[config.mk]
export PLATFORM = sky130hd
export DESIGN_NAME = cpu_timing_gen
export DESIGN_NICKNAME = d
export VERILOG_FILES = /design/src/rtl/cpu_timing_pkg.sv /design/src/rtl/clk_divider.sv /design/src/rtl/rst_conditioner.sv /design/src/rtl/rdy_synchronizer.sv /design/src/rtl/cpu_timing_gen.sv
export SDC_FILE = /design/constraint.sdc
export NUM_CORES = 1
export LEC_CHECK = 0
export CAP_MARGIN = 20
export CORE_AREA = 4 4 41 43
export CTS_BUF_LIST = sky130_fd_sc_hd__clkbuf_4
export CTS_CLUSTER_DIAMETER = 60
export DETAILED_ROUTE_END_ITERATION = 7
export DIE_AREA = 0 0 45 47
export PLACE_DENSITY = 0.42
export SKIP_CTS_REPAIR_TIMING = 1
export SYNTH_ARGS = -nofsm -noshare
export SYNTH_HDL_FRONTEND = slang
export SYNTH_HIERARCHICAL = 1
export SYNTH_SLANG_ARGS = --single-unit
[constraint.sdc]
create_clock -name osc_clk -period 2.7 [get_ports osc_clk]
set_clock_uncertainty 0.2 [all_clocks]
set_input_delay 0.54 -clock osc_clk [delete_from_list [all_inputs] [get_ports osc_clk]]
set_output_delay 0.54 -clock osc_clk [all_outputs]
set_load 0.02 [all_outputs]
[src/rtl/cpu_timing_pkg.sv]
package cpu_timing_pkg;

  // Default division ratio and high-phase length of the processor clock.
  localparam int unsigned DEF_DIV_RATIO   = 3;
  localparam int unsigned DEF_HIGH_PHASES = 1;

  // Strobes, valid for one oscillator cycle, that announce what the
  // processor clock does at the closing oscillator edge of that cycle.
  typedef struct packed {
    logic rise;  // cpu_clk goes 0 -> 1 at the coming edge
    logic fall;  // cpu_clk goes 1 -> 0 at the coming edge
  } cpu_edge_t;

endpackage

[src/rtl/clk_divider.sv]
module clk_divider
  import cpu_timing_pkg::*;
#(
  parameter int unsigned DIV_RATIO   = DEF_DIV_RATIO,
  parameter int unsigned HIGH_PHASES = DEF_HIGH_PHASES
) (
  input  logic      osc_clk,
  output logic      cpu_clk,
  output logic      clk_en,
  output cpu_edge_t edges
);

  localparam int unsigned CNT_W     = (DIV_RATIO > 2) ? $clog2(DIV_RATIO) : 1;
  localparam logic [CNT_W-1:0] LAST = CNT_W'(DIV_RATIO - 1);
  localparam logic [CNT_W-1:0] HEND = CNT_W'(HIGH_PHASES - 1);
  localparam logic [CNT_W-1:0] PRE  = CNT_W'(DIV_RATIO - 2);

  // Phase counter: starts at the last phase so the first edge is a rise.
  logic [CNT_W-1:0] cnt_q = LAST;
  logic [CNT_W-1:0] cnt_nxt;
  logic             clk_q = 1'b0;
  logic             en_q  = 1'b0;

  // Any value above LAST (never reached) falls back to phase 0.
  always_comb begin
    if (cnt_q >= LAST) cnt_nxt = '0;
    else               cnt_nxt = cnt_q + 1'b1;
  end

  // Clock and enable are registered so neither can glitch on a decode.
  always_ff @(posedge osc_clk) begin
    cnt_q <= cnt_nxt;
    clk_q <= (cnt_nxt <= HEND);
    en_q  <= (cnt_nxt == LAST);
  end

  assign cpu_clk    = clk_q;
  assign clk_en     = en_q;
  assign edges.rise = (cnt_q == LAST);
  assign edges.fall = (cnt_q == HEND);

  // ---------------- checks ----------------
  logic       primed_q = 1'b0;
  logic       seen_q   = 1'b0;
  logic       prev_q   = 1'b0;
  logic [7:0] per_q    = '0;
  logic [7:0] hi_q     = '0;
  logic       up_now;
  logic       dn_now;

  assign up_now = clk_q & ~prev_q;
  assign dn_now = ~clk_q & prev_q;

  always_ff @(posedge osc_clk) begin
    primed_q <= 1'b1;
    prev_q   <= clk_q;
    if (up_now) seen_q <= 1'b1;
    per_q <= up_now ? 8'd1 : per_q + 8'd1;
    hi_q  <= clk_q ? hi_q + 8'd1 : 8'd0;
  end


  period_len_chk: assert property (@(posedge osc_clk) disable iff (!primed_q)
    (up_now && seen_q) |-> (per_q == 8'(DIV_RATIO)));


  high_len_chk: assert property (@(posedge osc_clk) disable iff (!primed_q)
    (dn_now && seen_q) |-> (hi_q == 8'(HIGH_PHASES)));


  en_before_rise_chk: assert property (@(posedge osc_clk) disable iff (!primed_q)
    clk_en |=> $rose(cpu_clk));


  en_single_chk: assert property (@(posedge osc_clk) disable iff (!primed_q)
    clk_en |=> !clk_en);

endmodule

[src/rtl/rst_conditioner.sv]
module rst_conditioner
  import cpu_timing_pkg::*;
(
  input  logic      osc_clk,
  input  cpu_edge_t edges,
  input  logic      rst_req_n,
  output logic      rst_pend,
  output logic      cpu_rst
);

  // Stage one samples at processor rising edges; stage two releases on
  // processor falling edges. Both power up in reset.
  logic st1_q = 1'b1;
  logic st2_q = 1'b1;

  always_ff @(posedge osc_clk) begin
    if (edges.rise) st1_q <= ~rst_req_n;
    if (edges.fall) st2_q <= st1_q;
  end

  assign rst_pend = st1_q;
  assign cpu_rst  = st2_q;

  logic primed_q = 1'b0;
  always_ff @(posedge osc_clk) primed_q <= 1'b1;


  rst_on_fall_chk: assert property (@(posedge osc_clk) disable iff (!primed_q)
    (cpu_rst != $past(cpu_rst)) |-> $past(edges.fall));


  rst_from_stage_chk: assert property (@(posedge osc_clk) disable iff (!primed_q)
    $past(edges.fall) |-> (cpu_rst == $past(rst_pend)));

endmodule

[src/rtl/rdy_synchronizer.sv]
module rdy_synchronizer
  import cpu_timing_pkg::*;
(
  input  logic      osc_clk,
  input  cpu_edge_t edges,
  input  logic      rdy_req,
  input  logic      rst_pend,
  output logic      cpu_rdy
);

  logic st1_q = 1'b0;
  logic st2_q = 1'b0;

  // The pending reset clears ready on the same edge that raises cpu_rst.
  always_ff @(posedge osc_clk) begin
    if (edges.rise) st1_q <= rdy_req;
    if (edges.fall) st2_q <= st1_q & ~rst_pend;
  end

  assign cpu_rdy = st2_q;

  logic primed_q = 1'b0;
  always_ff @(posedge osc_clk) primed_q <= 1'b1;


  rdy_on_fall_chk: assert property (@(posedge osc_clk) disable iff (!primed_q)
    (cpu_rdy != $past(cpu_rdy)) |-> $past(edges.fall));


  rdy_hold_chk: assert property (@(posedge osc_clk) disable iff (!primed_q)
    !$past(edges.fall) |-> $stable(cpu_rdy));

endmodule

[src/rtl/cpu_timing_gen.sv]
module cpu_timing_gen
  import cpu_timing_pkg::*;
#(
  parameter int unsigned DIV_RATIO   = DEF_DIV_RATIO,
  parameter int unsigned HIGH_PHASES = DEF_HIGH_PHASES
) (
  input  logic osc_clk,
  input  logic rst_req_n,
  input  logic rdy_req,
  output logic cpu_clk,
  output logic clk_en,
  output logic cpu_rst,
  output logic cpu_rdy
);

  cpu_edge_t edges;
  logic      rst_pend;

  clk_divider #(
    .DIV_RATIO  (DIV_RATIO),
    .HIGH_PHASES(HIGH_PHASES)
  ) u_div (
    .osc_clk(osc_clk),
    .cpu_clk(cpu_clk),
    .clk_en (clk_en),
    .edges  (edges)
  );

  rst_conditioner u_rst (
    .osc_clk  (osc_clk),
    .edges    (edges),
    .rst_req_n(rst_req_n),
    .rst_pend (rst_pend),
    .cpu_rst  (cpu_rst)
  );

  rdy_synchronizer u_rdy (
    .osc_clk (osc_clk),
    .edges   (edges),
    .rdy_req (rdy_req),
    .rst_pend(rst_pend),
    .cpu_rdy (cpu_rdy)
  );


  rst_blocks_rdy_chk: assert property (@(posedge osc_clk)
    cpu_rst |-> !cpu_rdy);

endmodule

==> impl_metrics.ini <==
[sta]
slew_viol_final = 0
max_slew.worst_pin.slew_ns = 0.252
post-route-min-period_ns = 1.98
rsz0062_at_grt = false
fin_hold_ws_ns = 0.190
hold_violations = 0
setup_viol_count_final = 0
max_freq_mhz = 504
maxSlewHeadroom_pct = 83.1
min_period_over_period_pct = 73.5
tns_ns = 0

[drt]
wl_per_cell_um = 8.59
drc_errors = 0
vias = 117
firstDrtPassIters = 1
drtAntennaViolNets = 0
via_per_inst = 3.16
routed_wl_um = 318
initialDrtViolationCount = 0

[yosys]
ys_types = 9
synthCells = 14
synth.mux.area_fraction_pct = 0
synth_seq_area_share_pct = 79.1
synth_top_area_share_pct = 52.7
yosys_warnings = 6
synth.area.top_cells = edfxtp_1, dfxtp_1, nor2b_4, and2b_2, buf_4
syn_area_per_cell_um2 = 16.3
synth_top_family_by_area = simple AND/OR/NAND/NOR gates
ys_ff_latch = 7
synth_xor_area_share_pct = 0
synth-simple-area-share_pct = 14.3
synth_top_area_cell = edfxtp_1
synthesis.nets = 17
syn_area_um2 = 228
synth-adder-area-share_pct = 0
synth_compound_area_share_pct = 0

[setup_path]
cp.required_ns = 1.96
critPathMaxFanout = 5
crit_type = reg -> out
critPathArrivalTime_ns = 1.24
critPathLaunchType = flip-flop
path_cells = clkdlybuf4s50_1
slowest_stage = clkdlybuf4s50_1
cpPeakStageDelay_ns = 0.63
path_buf_inv = 1
cp-end-kind = output port
crit_family = buffers and inverters

[grt]
antenna_found_initial = 0
grtUsageTotal_pct = 4.05
grt_max_degree = 6
overflow = 0
grt_pass1_vias = 132
grt_pass1_wl_um = 496

[clock_network]
clk_pin_slew_ns = 0.05
cts.sinks = 7
clk_latency_ns = 0.25
root_buffer = clkbuf_4
h-tree-depth = 1
clockBufferDepth = 2
cts_tree = done
cts_buffers = 3

[power_and_ir_drop]
ir_drop_uv = 163
cellLeakagePower_nw = 0.123
swShare_pct = 17.3
power_density_mw_per_mm2 = 673
seq_power_share_pct = 51.2
clkPwrFrac_pct = 47.4
power_uw = 219
combPwrFrac_pct = 1.4
switchingPower_uw = 37.9
power.internal_uw = 181

[floorplanning]
ios = 7
num_rows = 13
core-area_mm2 = 0.00130
die-width_um = 45
fp.dieH_um = 47
start_util_pct = 17.5
die_area_mm2 = 0.00212

[worst_hold_path]
hold_class = reg -> reg

[final_layout]
drive_above_1_share_pct = 27.3
syn_to_final_growth_pct = 42.9
nets = 26
diodes = 0

[place]
port_buffers = 6
hpwl_um = 224
gp_congestion = 0.557

[outcome]
status = finished, final reports clean

[flow_run]
cap_viol_max_count = 0
[layout by cell type, fill, tap and decap left out, drive strengths merged]
cell type	instances
and2b	1
clkbuf	4
clkdlybuf4s50	6
dfxtp	3
edfxtp	4
inv	1
nor2	1
nor2b	2
[cell families (layout without fill, tap and decap cells)]
logic type             Yosys count  count (layout)
and+or+nand+nor                  4               4
buffers and inverters            3              11
DFF                              7               7
[per-stage QoR]
step | cell area, um^2 | worst slack [ns] | util, % | instances
detailed placement | 295 | 0.978 | 22.7 | 33
CTS | 325 | 0.694 | 25.0 | 37
global route | 325 | 0.649 | 25.0 | 37
global placement | 295 | 0.980 | 22.7 | 33
finish | 325 | 0.716 | 25.0 | 37
floorplan | 228 | 1.51 | - | 14
[power groups by stage]
stage                     Clock (mW)  Sequential (mW)  Combinational (mW)
final                          0.104            0.112             0.00310
after global routing           0.112            0.112             0.00332
after CTS                      0.111            0.112             0.00313
after detailed placement           0            0.114             0.00309
after global placement             0            0.114             0.00301
after floorplan                    0            0.114            0.000233
[worst paths after layout]
check	start	end	slack, ns	depth (start not counted)
worst min register to register	u_div/cnt_q[1]	u_div/cpu_clk	0.19	0
worst max-delay path	u_div/cnt_q[1]	clk_en	0.72	1
worst min-delay path	u_div/cnt_q[1]	u_div/cpu_clk	0.19	0
worst max register to register	u_div/cnt_q[1]	u_rst/cpu_rst	1.64	1
[metal layers]
layer / track usage [%] / share of wire [%] / vias up
met1: 3.94 / 47 / 53
met3: 3.45 / 7.9 / 0
met5: 0 / 0 / -
li1: - / - / 59
met2: 4.52 / 45 / 5
met4: 5.26 / 0 / 0
[layout make-up]
cell class / count / area, um^2
flip-flops and latches: 7 / 180
repair buffers: 6 / 60.1
clock buffers: 4 / 30.0
fillers: 149 / 976
multi-input cells: 4 / 32.5
inverters: 1 / 3.75
well taps: 15 / 18.8
[synth_stat cells]
library cell,number
and2b_2,1
buf_4,1
clkbuf_1,1
dfxtp_1,3
edfxtp_1,4
inv_1,1
nor2_1,1
nor2b_1,1
nor2b_4,1
[state kept, by name, indices dropped and copies added, names as in the netlist]
register        cells
u_rdy/st1_q         1
u_div/cpu_clk       1
u_div/cnt_q         2
u_rst/rst_pend      1
u_rst/cpu_rst       1
u_rdy/cpu_rdy       1
Power figures use the tool's default switching activity.
